### config.mk
export PLATFORM = sky130hd
export DESIGN_NAME = txq_lowwater_top
export DESIGN_NICKNAME = d
export VERILOG_FILES = /design/src/rtl/txq_pkg.sv /design/src/rtl/txq_store.sv /design/src/rtl/txq_ptrs.sv /design/src/rtl/txq_status.sv /design/src/rtl/txq_lowwater_top.sv
export SDC_FILE = /design/constraint.sdc
export NUM_CORES = 1
export LEC_CHECK = 0
export ABC_AREA = 1
export ABC_CLOCK_PERIOD_IN_PS = 5600
export BUFFER_PORTS_ARGS = -buffer_cell sky130_fd_sc_hd__buf_2
export CAP_MARGIN = 10
export CELL_PAD_IN_SITES_DETAIL_PLACEMENT = 0
export CELL_PAD_IN_SITES_GLOBAL_PLACEMENT = 2
export CORE_MARGIN = 2
export CORE_UTILIZATION = 46
export CTS_BUF_LIST = sky130_fd_sc_hd__clkbuf_4 sky130_fd_sc_hd__clkbuf_8
export DETAILED_ROUTE_END_ITERATION = 7
export PLACE_DENSITY_LB_ADDON = 0.1
export SYNTH_ARGS = -nofsm -noshare
export SYNTH_HDL_FRONTEND = slang
export SYNTH_SLANG_ARGS = --single-unit
export TNS_END_PERCENT = 20
### constraint.sdc
create_clock -name clk -period 5.6 [get_ports clk]
set_clock_uncertainty 0.1 [all_clocks]
set_input_delay 0.28 -clock clk [delete_from_list [all_inputs] [get_ports clk]]
set_output_delay 0.28 -clock clk [all_outputs]
set_load 0.005 [all_outputs]
### src/rtl/txq_pkg.sv
package txq_pkg;
  localparam int STS_TRIG = 7;
  localparam int STS_OVF  = 1;
  localparam int STS_UNF  = 0;

  typedef struct packed {
    logic trig;
    logic ovf;
    logic unf;
  } txq_flags_t;
endpackage

### src/rtl/txq_store.sv
module txq_store #(
  parameter int W     = 8,
  parameter int DEPTH = 32,
  parameter int AW    = $clog2(DEPTH)
) (
  input  logic          clk,
  input  logic          we,
  input  logic [AW-1:0] waddr,
  input  logic [W-1:0]  wdata,
  input  logic [AW-1:0] raddr,
  output logic [W-1:0]  rdata
);
  logic [W-1:0] cells [DEPTH];

  always_ff @(posedge clk) begin
    if (we) cells[waddr] <= wdata;
  end

  assign rdata = cells[raddr];
endmodule

### src/rtl/txq_ptrs.sv
module txq_ptrs #(
  parameter int DEPTH = 32,
  parameter int AW    = $clog2(DEPTH),
  parameter int CW    = $clog2(DEPTH + 1)
) (
  input  logic          clk,
  input  logic          rst_n,
  input  logic          push_req,
  input  logic          pop_req,
  output logic          wr_ready,
  output logic          rd_valid,
  output logic          push,
  output logic          pop,
  output logic [AW-1:0] wptr,
  output logic [AW-1:0] rptr,
  output logic [CW-1:0] count,
  output logic          ovf_evt,
  output logic          unf_evt
);
  localparam logic [CW-1:0] FULL_CNT = CW'(DEPTH);
  localparam logic [AW-1:0] LAST_IDX = AW'(DEPTH - 1);

  assign wr_ready = (count != FULL_CNT);
  assign rd_valid = (count != '0);
  assign push     = push_req && wr_ready;
  assign pop      = pop_req && rd_valid;
  assign ovf_evt  = push_req && !wr_ready;
  assign unf_evt  = pop_req && !rd_valid;

  always_ff @(posedge clk or negedge rst_n) begin
    if (!rst_n) begin
      wptr  <= '0;
      rptr  <= '0;
      count <= '0;
    end else begin
      if (push) wptr <= (wptr == LAST_IDX) ? '0 : wptr + 1'b1;
      if (pop)  rptr <= (rptr == LAST_IDX) ? '0 : rptr + 1'b1;
      case ({push, pop})
        2'b10:   count <= count + 1'b1;
        2'b01:   count <= count - 1'b1;
        default: count <= count;
      endcase
    end
  end


  fill_step_chk: assert property (@(posedge clk) disable iff (!rst_n)
    1'b1 |=> (count == $past(count) || count == $past(count) + 1'b1 ||
              count == $past(count) - 1'b1));


  fill_max_chk: assert property (@(posedge clk) disable iff (!rst_n)
    count <= FULL_CNT);


  full_hold_chk: assert property (@(posedge clk) disable iff (!rst_n)
    (ovf_evt && !pop) |=> (count == FULL_CNT));
endmodule

### src/rtl/txq_status.sv
module txq_status
  import txq_pkg::*;
#(
  parameter int CW    = 6,
  parameter int LVL_W = 5
) (
  input  logic          clk,
  input  logic          rst_n,
  input  logic          thr_we,
  input  logic [7:0]    thr_wdata,
  input  logic [CW-1:0] count,
  input  logic          ovf_evt,
  input  logic          unf_evt,
  input  logic          sts_clr,
  input  logic          irq_en,
  output logic [7:0]    thr_q,
  output logic [7:0]    status,
  output logic          irq
);
  localparam logic [7:0] LVL_MASK = 8'((1 << LVL_W) - 1);

  logic [7:0]  thr_r;
  txq_flags_t  fl;

  always_ff @(posedge clk or negedge rst_n) begin
    if (!rst_n) begin
      thr_r  <= '0;
      fl.ovf <= 1'b0;
      fl.unf <= 1'b0;
    end else begin
      if (thr_we) thr_r <= thr_wdata & LVL_MASK;
      if (ovf_evt)      fl.ovf <= 1'b1;
      else if (sts_clr) fl.ovf <= 1'b0;
      if (unf_evt)      fl.unf <= 1'b1;
      else if (sts_clr) fl.unf <= 1'b0;
    end
  end

  always_comb begin
    fl.trig = ({{(CW > 8 ? CW - 8 : 0){1'b0}}, count} <= {{(8 > CW ? 8 - CW : 0){1'b0}}, thr_r});
    status           = '0;
    status[STS_TRIG] = fl.trig;
    status[STS_OVF]  = fl.ovf;
    status[STS_UNF]  = fl.unf;
  end

  assign thr_q = thr_r;
  assign irq   = fl.trig && irq_en;


  thr_load_chk: assert property (@(posedge clk) disable iff (!rst_n)
    thr_we |=> (thr_q == {3'b000, $past(thr_wdata[4:0])}));


  ovf_set_chk: assert property (@(posedge clk) disable iff (!rst_n)
    ovf_evt |=> status[STS_OVF]);


  unf_set_chk: assert property (@(posedge clk) disable iff (!rst_n)
    unf_evt |=> status[STS_UNF]);


  sticky_keep_chk: assert property (@(posedge clk) disable iff (!rst_n)
    (status[STS_OVF] && !sts_clr) |=> status[STS_OVF]);
endmodule

### src/rtl/txq_lowwater_top.sv
module txq_lowwater_top #(
  parameter int W     = 8,
  parameter int DEPTH = 32,
  parameter int LVL_W = 5,
  parameter int CW    = $clog2(DEPTH + 1)
) (
  input  logic          clk,
  input  logic          rst_n,
  input  logic          wr_valid,
  output logic          wr_ready,
  input  logic [W-1:0]  wr_data,
  output logic          rd_valid,
  input  logic          rd_ready,
  output logic [W-1:0]  rd_data,
  input  logic          thr_we,
  input  logic [7:0]    thr_wdata,
  output logic [7:0]    thr_q,
  input  logic          irq_en,
  input  logic          sts_clr,
  output logic [7:0]    status,
  output logic [CW-1:0] fill,
  output logic          irq
);
  localparam int AW = $clog2(DEPTH);

  logic          push, pop, ovf_evt, unf_evt;
  logic [AW-1:0] wptr, rptr;
  logic [W-1:0]  head;

  txq_ptrs #(.DEPTH(DEPTH), .AW(AW), .CW(CW)) u_ptrs (
    .clk(clk), .rst_n(rst_n), .push_req(wr_valid), .pop_req(rd_ready),
    .wr_ready(wr_ready), .rd_valid(rd_valid), .push(push), .pop(pop),
    .wptr(wptr), .rptr(rptr), .count(fill),
    .ovf_evt(ovf_evt), .unf_evt(unf_evt)
  );

  txq_store #(.W(W), .DEPTH(DEPTH), .AW(AW)) u_store (
    .clk(clk), .we(push), .waddr(wptr), .wdata(wr_data),
    .raddr(rptr), .rdata(head)
  );

  txq_status #(.CW(CW), .LVL_W(LVL_W)) u_status (
    .clk(clk), .rst_n(rst_n), .thr_we(thr_we), .thr_wdata(thr_wdata),
    .count(fill), .ovf_evt(ovf_evt), .unf_evt(unf_evt),
    .sts_clr(sts_clr), .irq_en(irq_en),
    .thr_q(thr_q), .status(status), .irq(irq)
  );

  assign rd_data = rd_valid ? head : '0;


  pop_moves_chk: assert property (@(posedge clk) disable iff (!rst_n)
    (pop && !push) |=> (fill == $past(fill) - 1'b1));
endmodule

==> impl_metrics.csv, run 1 <==
group,metric,value,unit
power_and_ir_drop,leakagePower,5.21,nW
drt,detail_route.wl_per_cell,19.0,µm
worst_setup_path,required,5.93,ns
die,fp.dieH,166,µm
finish,antenna_cells,0,
worst_setup_path,crit_end,"u_ptrs.count[4]$_DFFE_PN0P_",
die,core.rowCount,59,
logic_synthesis,synthMuxAreaShare,0.0933,%
power_and_ir_drop,clkPwrFrac,26.8,%
power_and_ir_drop,sw_frac_of_total,37.0,%
drt,vias,7989,
sta,fmax,0.282,GHz
finish,drive_gt1_share,13.9,%
power_and_ir_drop,share_comb_of_total_power,32.1,%
drt,drt_iter0_drc,578,
logic_synthesis,yosysTopAreaCellShare,63.7,%
global_route,grt_pass1_wl,46000,µm
logic_synthesis,synth_seq_cells,279,
finish,num-nets-final,1211,
sta,tns,0,ns
logic_synthesis,netlist_area,12100,µm²
sta,maxSlewViolCount,0,
die,io_pins,56,
worst_setup_path,r2r-start,"u_ptrs.count[3]$_DFFE_PN0P_",
logic_synthesis,synth_xor_area_share,0.508,%
global_route,grt_pass1_vias,7737,
sta,hold_violations,0,
drt,antenna_left,0,
worst_setup_path,crit_path_start,"u_ptrs.count[3]$_DFFE_PN0P_",
finish,layout.filler_cells,2303,
placement,place_hpwl,16800,µm
worst_setup_path,worstSetupStartpointType,"flip-flop",
logic_synthesis,ys_seq_area_share,68.5,%
global_route,gr-usage-all-layers,21.7,%
worst_setup_path,crit_fanout,11,
logic_synthesis,synth.largest_area_cell,"edfxtp_1",
clock_network,clock_sinks,279,
clock_network,clk-insertion-delay-late,0.54,ns
clock_network,clk_pin_slew,0.06,ns
finish,fin_cells,1543,
worst_setup_path,reg2reg_slack,2.05,ns
placement,port_buffers,44,
power_and_ir_drop,p_switching,2.35,mW
worst_setup_path,worstSetupEndpointType,"flip-flop",
die,core,25900,µm²
placement,preCtsSetupSlack,2.02,ns
power_and_ir_drop,irDropWorstVdd,0.000474,V
sta,rsz0062_at_grt,"false",
clock_network,cts_tree,"done",
die,die_area,27500,µm²
logic_synthesis,ys.flop_type,"edfxtp_1",
sta,finalSetupViolCount,0,
global_route,grt_antenna_before_repair,0,
drt,wl,29300,µm
clock_network,htree_levels,2,
logic_synthesis,yosysWarningCount,0,
sta,layout_setup_ws,2.05,ns
logic_synthesis,synthAdderAreaFrac,1.56,%
logic_synthesis,synthTopCellsByCount,"nand2_1, edfxtp_1, nand3_1",
logic_synthesis,syn_area_per_cell,11.1,µm²
clock_network,clockRootBuffer,"clkbuf_8",
sta,timing.hold.ws,0.0755,ns
placement,place_inst,1440,
outcome,outcome,"finished, final reports clean",
die,initial_utilization,46.6,%
logic_synthesis,synthTopCellsByArea,"edfxtp_1, nand2_1, nand3_1",
logic_synthesis,synth_top_family_by_area,"simple AND/OR/NAND/NOR gates",
power_and_ir_drop,p_per_area,465,nW/µm²
die,die_w,166,µm
clock_network,cts_resized,0,
sta,max_slew_margin,24.1,%
placement,gp_congestion,0.751,
global_route,grt_max_degree,76,
power_and_ir_drop,p_total,6.35,mW
sta,period_minus_slack,3.55,ns
worst_setup_path,r2r-end,"u_ptrs.count[4]$_DFFE_PN0P_",
logic_synthesis,synth-simple-area-share,20.9,%
logic_synthesis,synth_compound_area_share,3.66,%
finish,syn_to_final_growth,13.3,%
power_and_ir_drop,p_seq_share,41.1,%
drt,vias_per_cell,5.18,
logic_synthesis,synthCells,1087,
clock_network,cts.path.max_buffers,3,
logic_synthesis,yosysMostFrequentCell,"nand2_1",
global_route,gr-total-overflow,0,
sta,worst_pin_slew,1.13,ns
clock_network,cts_buffers,47,
min_path,hp-class,"input port to flip-flop",
power_and_ir_drop,p_int,4.01,mW
job,cap_violations,0,
sta,fin_crit_sh,63.4,%
logic_synthesis,synth_edf_count,256,
drt,drc,0,
worst_setup_path,critPathKind,"flip-flop to flip-flop",
worst_setup_path,worst_ep_arrival_time,3.88,ns
logic_synthesis,yosysUniqueCellTypes,32,
drt,first_pass_iters,5,
worst_setup_path,reg2reg_depth,15,
logic_synthesis,async_flop_share,8.24,%
==> per-layer routing <==
metal  part of all wire [%]  GRT usage, %  vias up
li1                       -             -     3946
met1                     47          31.5     3804
met2                     47          34.6      205
met3                    5.2          3.86       34
met4                    1.3          4.57        0
met5                      0             0        -
==> worst min path at each step <==
stage | from | to | slack [ns] | cells past startpoint
floorplan | rst_n | u_ptrs.count[0]$_DFFE_PN0P_ | -0.12 | 0
global placement | rst_n | u_ptrs.count[2]$_DFFE_PN0P_ | 0.23 | 1
detailed placement | rst_n | u_ptrs.count[1]$_DFFE_PN0P_ | 0.23 | 1
CTS | rd_ready | u_ptrs.rptr[1]$_DFFE_PN0P_ | 0.04 | 4
global route | rd_ready | u_ptrs.rptr[0]$_DFFE_PN0P_ | 0.10 | 3
finish | rd_ready | u_ptrs.rptr[1]$_DFFE_PN0P_ | 0.08 | 4
==> critical path, cell delays in order, from the launching register on <==
cell	delay, ns
dfrtp_1	0.48
nor4_2	0.37
nand3_1	0.49
nand2_2	0.37
inv_1	0.17
ha_1	0.36
inv_1	0.18
nand2_1	0.06
nand2_1	0.10
inv_1	0.05
ha_1	0.17
o21bai_1	0.18
nand3_1	0.12
nand3_1	0.09
nand3_1	0.08
nand2_1	0.05
==> metrics by stage <==
stage | cell area (µm²) | utilization, %
2_1_floorplan | 12100 | -
3_3_place_gp | 12600 | 48.6
3_5_place_dp | 12600 | 48.6
4_1_cts | 13700 | 52.7
5_1_grt | 13700 | 52.8
6_report | 13700 | 52.8
==> cell type report <==
cell class,instances,area (µm²),share of cell area [%]
Inverter,43,164,1.20
Sequential cell,279,8270,60.5
Tap cell,335,419,3.07
Clock buffer,67,810,5.92
Multi-Input combinational cell,706,3270,23.9
Timing Repair Buffer,96,668,4.89
Clock inverter,17,71.3,0.522
==> placed cells by master (no fill, tap or decap), drive strengths merged <==
cell,count
nor4,1
nor3,34
mux2,1
o21ai,31
xor2,4
edfxtp,256
ha,15
conb,8
a21oi,34
o211ai,10
nand3,173
nand2,334
buf,77
nor2,52
clkbuf,68
xnor2,3
nand4,1
dlygate4sd3,18
a21boi,1
o21bai,1
inv,37
o22ai,3
dfrtp,23
clkinv,23
==> cell families after synthesis <==
family                     Yosys count
adders and majority gates           15
xor gates and xnor gates             7
and+or+nand+nor                    595
AOI/OAI and AO/OA                   80
other                                1
muxes                                1
DFF                                279
buffers and inverters              109
==> flip-flops by register name (all words and copies together), names as in the netlist <==
register and cells:
u_ptrs.count 6, u_ptrs.rptr 5, u_ptrs.wptr 5, u_status.status 2, u_status.thr_q 5, u_store.cells 256
==> power by group through the flow <==
stage	combinational (mW)	clock, mW	sequential (mW)
after floorplan	1.46	0	2.56
after detailed placement	2.05	0	2.65
final	2.04	1.71	2.61
after global routing	2.31	1.85	2.63
after global placement	2.04	0	2.65
after CTS	2.07	1.75	2.61
==> what timing repair did <==
| action | 4_1_cts | 5_1_grt |
|---|---|---|
| endpoints found under the hold margin | 32 | 0 |
| setup buffers | 0 | 0 |
| hold buffers | 18 | 0 |
| setup endpoints to repair | 0 | 0 |
(Power assumes the default switching activity.)
==> run 2, diff against run 1 <==
- ABC_AREA: 1 -> 0
- ABC_CLOCK_PERIOD_IN_PS: 5600 -> 3670
- CORE_UTILIZATION: 46 -> 49
- clock period: 5.6 -> 3.67 ns (I/O delays scaled with it)
==> run 2 against run 1 <==
Sequential share of layout area increased by 2.9 points; die area is 9.5% lower; sequential power grew 56%; global-route usage fell by 1.5 points; critical endpoint is now rd_data[4]; highest routed layer unchanged.
==> impl_metrics.csv, run 2 <==
group,metric,value,unit
outcome,outcome,"finished, final reports clean",
sta,worst_pin_slew,1.07,ns
logic_synthesis,yosysMostFrequentCell,"edfxtp_1",
logic_synthesis,yosysTopAreaCellShare,66.3,%
drt,detail_route.wl_per_cell,22.6,µm
worst_setup_path,r2r-end,"u_ptrs.count[4]$_DFFE_PN0P_",
worst_setup_path,required,3.39,ns
die,core.rowCount,56,
power_and_ir_drop,irDropWorstVdd,0.000369,V
worst_setup_path,crit_end,"rd_data[4]",
die,die_w,158,µm
worst_setup_path,worstSetupStartpointType,"flip-flop",
finish,syn_to_final_growth,12.5,%
worst_setup_path,worstSetupEndpointType,"output port",
worst_setup_path,r2r-start,"u_ptrs.count[3]$_DFFE_PN0P_",
worst_setup_path,reg2reg_depth,11,
finish,drive_gt1_share,26.0,%
drt,drc,0,
placement,place_hpwl,14700,µm
placement,place_inst,965,
clock_network,clockRootBuffer,"clkbuf_8",
global_route,grtUsageMet1,27.3,%
power_and_ir_drop,leakagePower,4.44,nW
finish,final_area,13000,µm²
finish,largest_reg_flops,256,
clock_network,cts_resized,0,
drt,antenna_left,0,
drt,vias,5959,
sta,fin_crit_sh,92.5,%
global_route,grt_max_degree,35,
die,fp.dieH,158,µm
sta,hold_violations,0,
finish,num-nets-final,750,
clock_network,clk-insertion-delay-late,0.54,ns
logic_synthesis,synth_seq_cells,279,
logic_synthesis,synthTopCellsByCount,"edfxtp_1, nor2_1, mux4_2",
sta,fmax,0.295,GHz
clock_network,cts_setup_buffers,0,
logic_synthesis,synthTopCellsByArea,"edfxtp_1, mux4_2, dfrtp_1",
logic_synthesis,yosysWarningCount,0,
worst_setup_path,critPathKind,"flip-flop to output port",
global_route,gr-total-overflow,0,
die,core,23300,µm²
sta,max_slew_margin,28.4,%
placement,placed_cell_area,12000,µm²
global_route,grtUsageMet2,33.8,%
logic_synthesis,synth_edf_count,256,
job,cap_violations,0,
global_route,gr-usage-all-layers,20.2,%
worst_setup_path,reg2reg_slack,0.68,ns
die,io_pins,56,
global_route,grt_antenna_before_repair,0,
logic_synthesis,synth.largest_area_cell,"edfxtp_1",
placement,port_buffers,44,
finish,top_regs,"u_store.cells x256, u_ptrs.count x6",
sta,maxSlewViolCount,0,
drt,first_pass_iters,4,
global_route,grt_busiest_layer,"met2",
worst_setup_path,worst_ep_arrival_time,3.11,ns
finish,antenna_cells,0,
global_route,grt_pass1_vias,6323,
logic_synthesis,ys_seq_area_share,71.2,%
sta,timing.hold.ws,0.0767,ns
logic_synthesis,netlist_area,11600,µm²
min_path,hp-class,"input port to asynchronous set/reset pin",
finish,final_common_cell,"edfxtp_1",
logic_synthesis,yosysUniqueCellTypes,47,
drt,drt_iter0_drc,485,
clock_network,clk_pin_slew,0.06,ns
drt,vias_per_cell,5.60,
power_and_ir_drop,p_total,8.86,mW
global_route,grt_pass1_wl,36500,µm
finish,most-common-layout-cells,"edfxtp_1, nor2_1, clkbuf_8",
placement,gp_congestion,0.724,
power_and_ir_drop,p_per_area,679,nW/µm²
worst_setup_path,crit_path_start,"u_ptrs.rptr[0]$_DFFE_PN0P_",
clock_network,clock_sinks,279,
global_route,grt_util_met3,3.39,%
sta,period_minus_slack,3.39,ns
logic_synthesis,async_flop_share,8.24,%
clock_network,cts_tree,"done",
drt,wl,24100,µm
clock_network,cts_buffers,45,
logic_synthesis,synthCells,624,
die,initial_utilization,49.7,%
finish,fin_cells,1065,
finish,top_register,"u_store.cells",
worst_setup_path,crit_fanout,34,
logic_synthesis,syn_area_per_cell,18.6,µm²
die,die_area,24900,µm²
logic_synthesis,ys.flop_type,"edfxtp_1",
sta,rsz0062_at_grt,"false",
sta,tns,0,ns
sta,finalSetupViolCount,0,
clock_network,cts.path.max_buffers,3,
clock_network,htree_levels,2,
[run 2: layout make-up]
class / instances / area, µm²
Multi-Input combinational cell: 298 / 3000
Fill cell: 1809 / 10300
Timing Repair Buffer: 74 / 493
Tap cell: 319 / 399
Inverter: 14 / 52.6
Clock buffer: 56 / 721
Clock inverter: 25 / 114
Sequential cell: 279 / 8270
[run 2: critical path, cell delays in order (launching register included)]
cell	delay, ns
dfrtp_4	0.85
buf_4	0.50
mux4_2	0.57
a22oi_1	0.32
a211oi_1	0.13
buf_2	0.19
[run 2: power by group]
group | internal [mW] | switching [mW] | total, mW
sequential | 3.72 | 0.348 | 4.06
clock | 1.29 | 1.18 | 2.48
combinational | 1.07 | 1.24 | 2.32
total | 6.08 | 2.77 | 8.86
[run 2: cells by family after synthesis]
family / after synthesis / synth area share, %
DFF: 279 / 71.2
AOI/OAI and AO/OA: 70 / 4.59
buffers and inverters: 54 / 3.13
adders and majority gates: 15 / 1.62
and+or+nand+nor: 104 / 4.14
muxes: 93 / 14.7
xor gates and xnor gates: 8 / 0.604
other: 1 / 0.0323
[run 2: metal layers]
metal / up-vias / share of wire [%]
met5: - / 0
met4: 0 / 2.1
met3: 46 / 4.4
met2: 161 / 50
met1: 3089 / 43
li1: 2663 / -
[run 2: worst min path at each step]
| stage | startpoint | end | slack, ns | cells after the start |
|---|---|---|---|---|
| floorplan | rst_n | u_ptrs.count[0]$_DFFE_PN0P_ | -0.21 | 0 |
| global placement | rst_n | u_status.thr_q[0]$_DFFE_PN0P_ | 0.1 | 1 |
| detailed placement | rst_n | u_status.thr_q[0]$_DFFE_PN0P_ | 0.10 | 1 |
| CTS | rst_n | u_ptrs.rptr[2]$_DFFE_PN0P_ | 0.06 | 2 |
| global route | wr_data[3] | u_store.cells[6][3]$_DFFE_PP_ | 0.09 | 1 |
| finish | rst_n | u_ptrs.rptr[2]$_DFFE_PN0P_ | 0.08 | 2 |
[run 2: what timing repair did]
item | in CTS | in global routing
hold endpoints to repair | 37 | 0
hold buffers | 19 | 0
setup endpoints to repair | 0 | 0
[run 2: stage by stage]
step | worst slack (ns) | util, %
floorplan | 0.887 | -
global placement | 0.709 | 51.5
detailed placement | 0.709 | 51.5
CTS | 0.158 | 55.9
global route | 0.0320 | 55.9
finish | 0.277 | 55.9
==> run 3, diff against run 2 <==
- CTS_CLUSTER_DIAMETER: default -> 50
- RECOVER_POWER: default -> 50
==> run 3 against run 2 <==
The run now ends with capacitance limit, slew limit left; fmax barely moved; sequential share of layout area rose by 0.073 points; combinational power barely moved; non-clock buffer count did not move; critical endpoint unchanged.
==> impl_metrics.csv, run 3 (synthesis gave the netlist of run 2 again) <==
group,metric,value,unit
worst_setup_path,worstPathCellList,"buf_4 -> mux4_2 -> a22oi_1 -> a211oi_1 -> buf_2",
min_path,hp-class,"input port to flip-flop",
finish,num-nets-final,750,
global_route,grt_pass1_wl,36500,µm
die,fp.dieH,158,µm
clock_network,clk-insertion-delay-late,0.54,ns
global_route,gr-usage-all-layers,20.2,%
worst_setup_path,worstSetupStartpointType,"flip-flop",
clock_network,htree_levels,2,
placement,port_buffers,44,
finish,fin_util,55.9,%
finish,top_regs,"u_store.cells x256, u_ptrs.count x6",
sta,finalSetupViolCount,0,
drt,drc,0,
worst_setup_path,worst_ep_arrival_time,3.11,ns
finish,fin_cells,1065,
power_and_ir_drop,p_switching,2.78,mW
finish,most-common-layout-cells,"edfxtp_1, nor2_1, clkbuf_8",
drt,first_pass_iters,5,
worst_setup_path,cp_slowest_cell,"dfrtp_4",
clock_network,cts_tree,"done",
drt,detail_route.wl_per_cell,22.6,µm
finish,syn_to_final_growth,12.3,%
sta,maxSlewViolCount,231,
die,core,23300,µm²
die,die_area,24900,µm²
sta,tns,0,ns
power_and_ir_drop,irDropWorstVdd,0.000368,V
die,core.rowCount,56,
sta,period_minus_slack,3.39,ns
power_and_ir_drop,p_int,6.08,mW
finish,largest_reg_flops,256,
placement,place_inst,965,
clock_network,cts.path.max_buffers,3,
worst_setup_path,critPathKind,"flip-flop to output port",
drt,vias,5960,
finish,top_register,"u_store.cells",
job,cap_violations,7,
outcome,failed_checks,"capacitance limit, slew limit",
global_route,grt_antenna_before_repair,0,
drt,wl,24100,µm
placement,gp_congestion,0.724,
finish,antenna_cells,0,
global_route,grt_pass1_vias,6323,
sta,fmax,0.295,GHz
drt,drt_iter0_drc,485,
worst_setup_path,crit_fanout,34,
power_and_ir_drop,p_seq_share,45.9,%
power_and_ir_drop,clkPwrFrac,28.0,%
drt,vias_per_cell,5.60,
clock_network,clockRootBuffer,"clkbuf_8",
worst_setup_path,worstSetupEndpointType,"output port",
drt,antenna_left,0,
sta,fin_crit_sh,92.4,%
global_route,gr-total-overflow,0,
sta,hold_violations,0,
worst_setup_path,required,3.39,ns
die,die_w,158,µm
placement,place_hpwl,14700,µm
outcome,outcome,"finished, violations left",
clock_network,cts_buffers,45,
die,io_pins,56,
sta,rsz0062_at_grt,"false",
die,initial_utilization,49.7,%
sta,max_slew_margin,-6.57,%
worst_setup_path,critPathMaxStageDelay,0.85,ns
global_route,grt_max_degree,35,
sta,worst_pin_slew,1.60,ns
power_and_ir_drop,p_per_area,679,nW/µm²
clock_network,cts_resized,0,
finish,final_common_cell,"edfxtp_1",
clock_network,clock_sinks,279,
power_and_ir_drop,leakagePower,4.41,nW
finish,drive_gt1_share,24.4,%
power_and_ir_drop,share_comb_of_total_power,26.1,%
clock_network,clk_pin_slew,0.06,ns
power_and_ir_drop,sw_frac_of_total,31.4,%
run 3: cell types whose count changed in the layout (fill, tap and decap cells not counted):
cell / change
clkbuf_1: +12
buf_2: -12
run 3: worst max-delay path: cells and delay by family, from the launching register on:
kind,cells,cell delay (ns)
AO/OA/AOI/OAI,2,0.45
multiplexers,1,0.57
buffers and inverters,2,0.69
flip-flops,1,0.85
run 3: through the flow:
step	hold slack, ns	worst slack (ns)	power (mW)	instance area (µm²)
4_1_cts	0.0603	0.158	8.96	13000
2_1_floorplan	-0.212	0.887	5.71	11600
5_1_grt	0.366	0.0320	9.31	13000
6_report	0.369	0.278	8.86	13000
3_3_place_gp	0.0955	0.709	6.42	12000
3_5_place_dp	0.101	0.709	6.47	12000
run 3: worst paths after layout:
check / start / endpoint / slack, ns / depth (start not counted)
max: u_ptrs.rptr[0]$_DFFE_PN0P_ / rd_data[4] / 0.28 / 5
min: rd_ready / u_status.status[0]$_DFFE_PN0P_ / 0.37 / 3
max reg2reg: u_ptrs.count[3]$_DFFE_PN0P_ / u_ptrs.count[4]$_DFFE_PN0P_ / 0.67 / 11
min reg2reg: u_status.status[0]$_DFFE_PN0P_ / u_status.status[0]$_DFFE_PN0P_ / 0.43 / 1
max in group asynchronous: rst_n / u_ptrs.rptr[0]$_DFFE_PN0P_ / 2.13 / 2
min in group asynchronous: rst_n / u_ptrs.rptr[2]$_DFFE_PN0P_ / 0.38 / 2
run 3: power groups by stage:
| stage | Sequential, mW | Combinational (mW) | Clock [mW] |
|---|---|---|---|
| after global placement | 4.12 | 2.30 | 0 |
| after global routing | 4.11 | 2.51 | 2.69 |
| after floorplan | 3.87 | 1.84 | 0 |
| final | 4.07 | 2.31 | 2.48 |
| after CTS | 4.07 | 2.36 | 2.54 |
| after detailed placement | 4.13 | 2.33 | 0 |
run 3: cell type report:
class / instances / area (µm²)
tap: 319 / 399
sequential: 279 / 8270
fill: 1812 / 10300
inverter: 14 / 52.6
clock buffer: 56 / 721
timing repair buffer: 74 / 478
clock inverter: 25 / 114
multi-input combinational: 298 / 3000
run 3: repair_timing:
| action | 4_1_cts | 5_1_grt |
|---|---|---|
| buffers inserted | 0 | 0 |
| hold buffers | 19 | 0 |
| endpoints found under the hold margin | 37 | 0 |
run 3: per-layer routing:
| layer | up-vias | global-route usage (%) | share of wire, % | wire [µm] |
|---|---|---|---|---|
| met4 | 0 | 6.32 | 2.1 | 507 |
| met3 | 46 | 3.39 | 4.4 | 1050 |
| li1 | 2663 | - | - | - |
| met5 | - | 0 | 0 | 0 |
| met2 | 157 | 33.8 | 50 | 12100 |
| met1 | 3094 | 27.3 | 43 | 10400 |
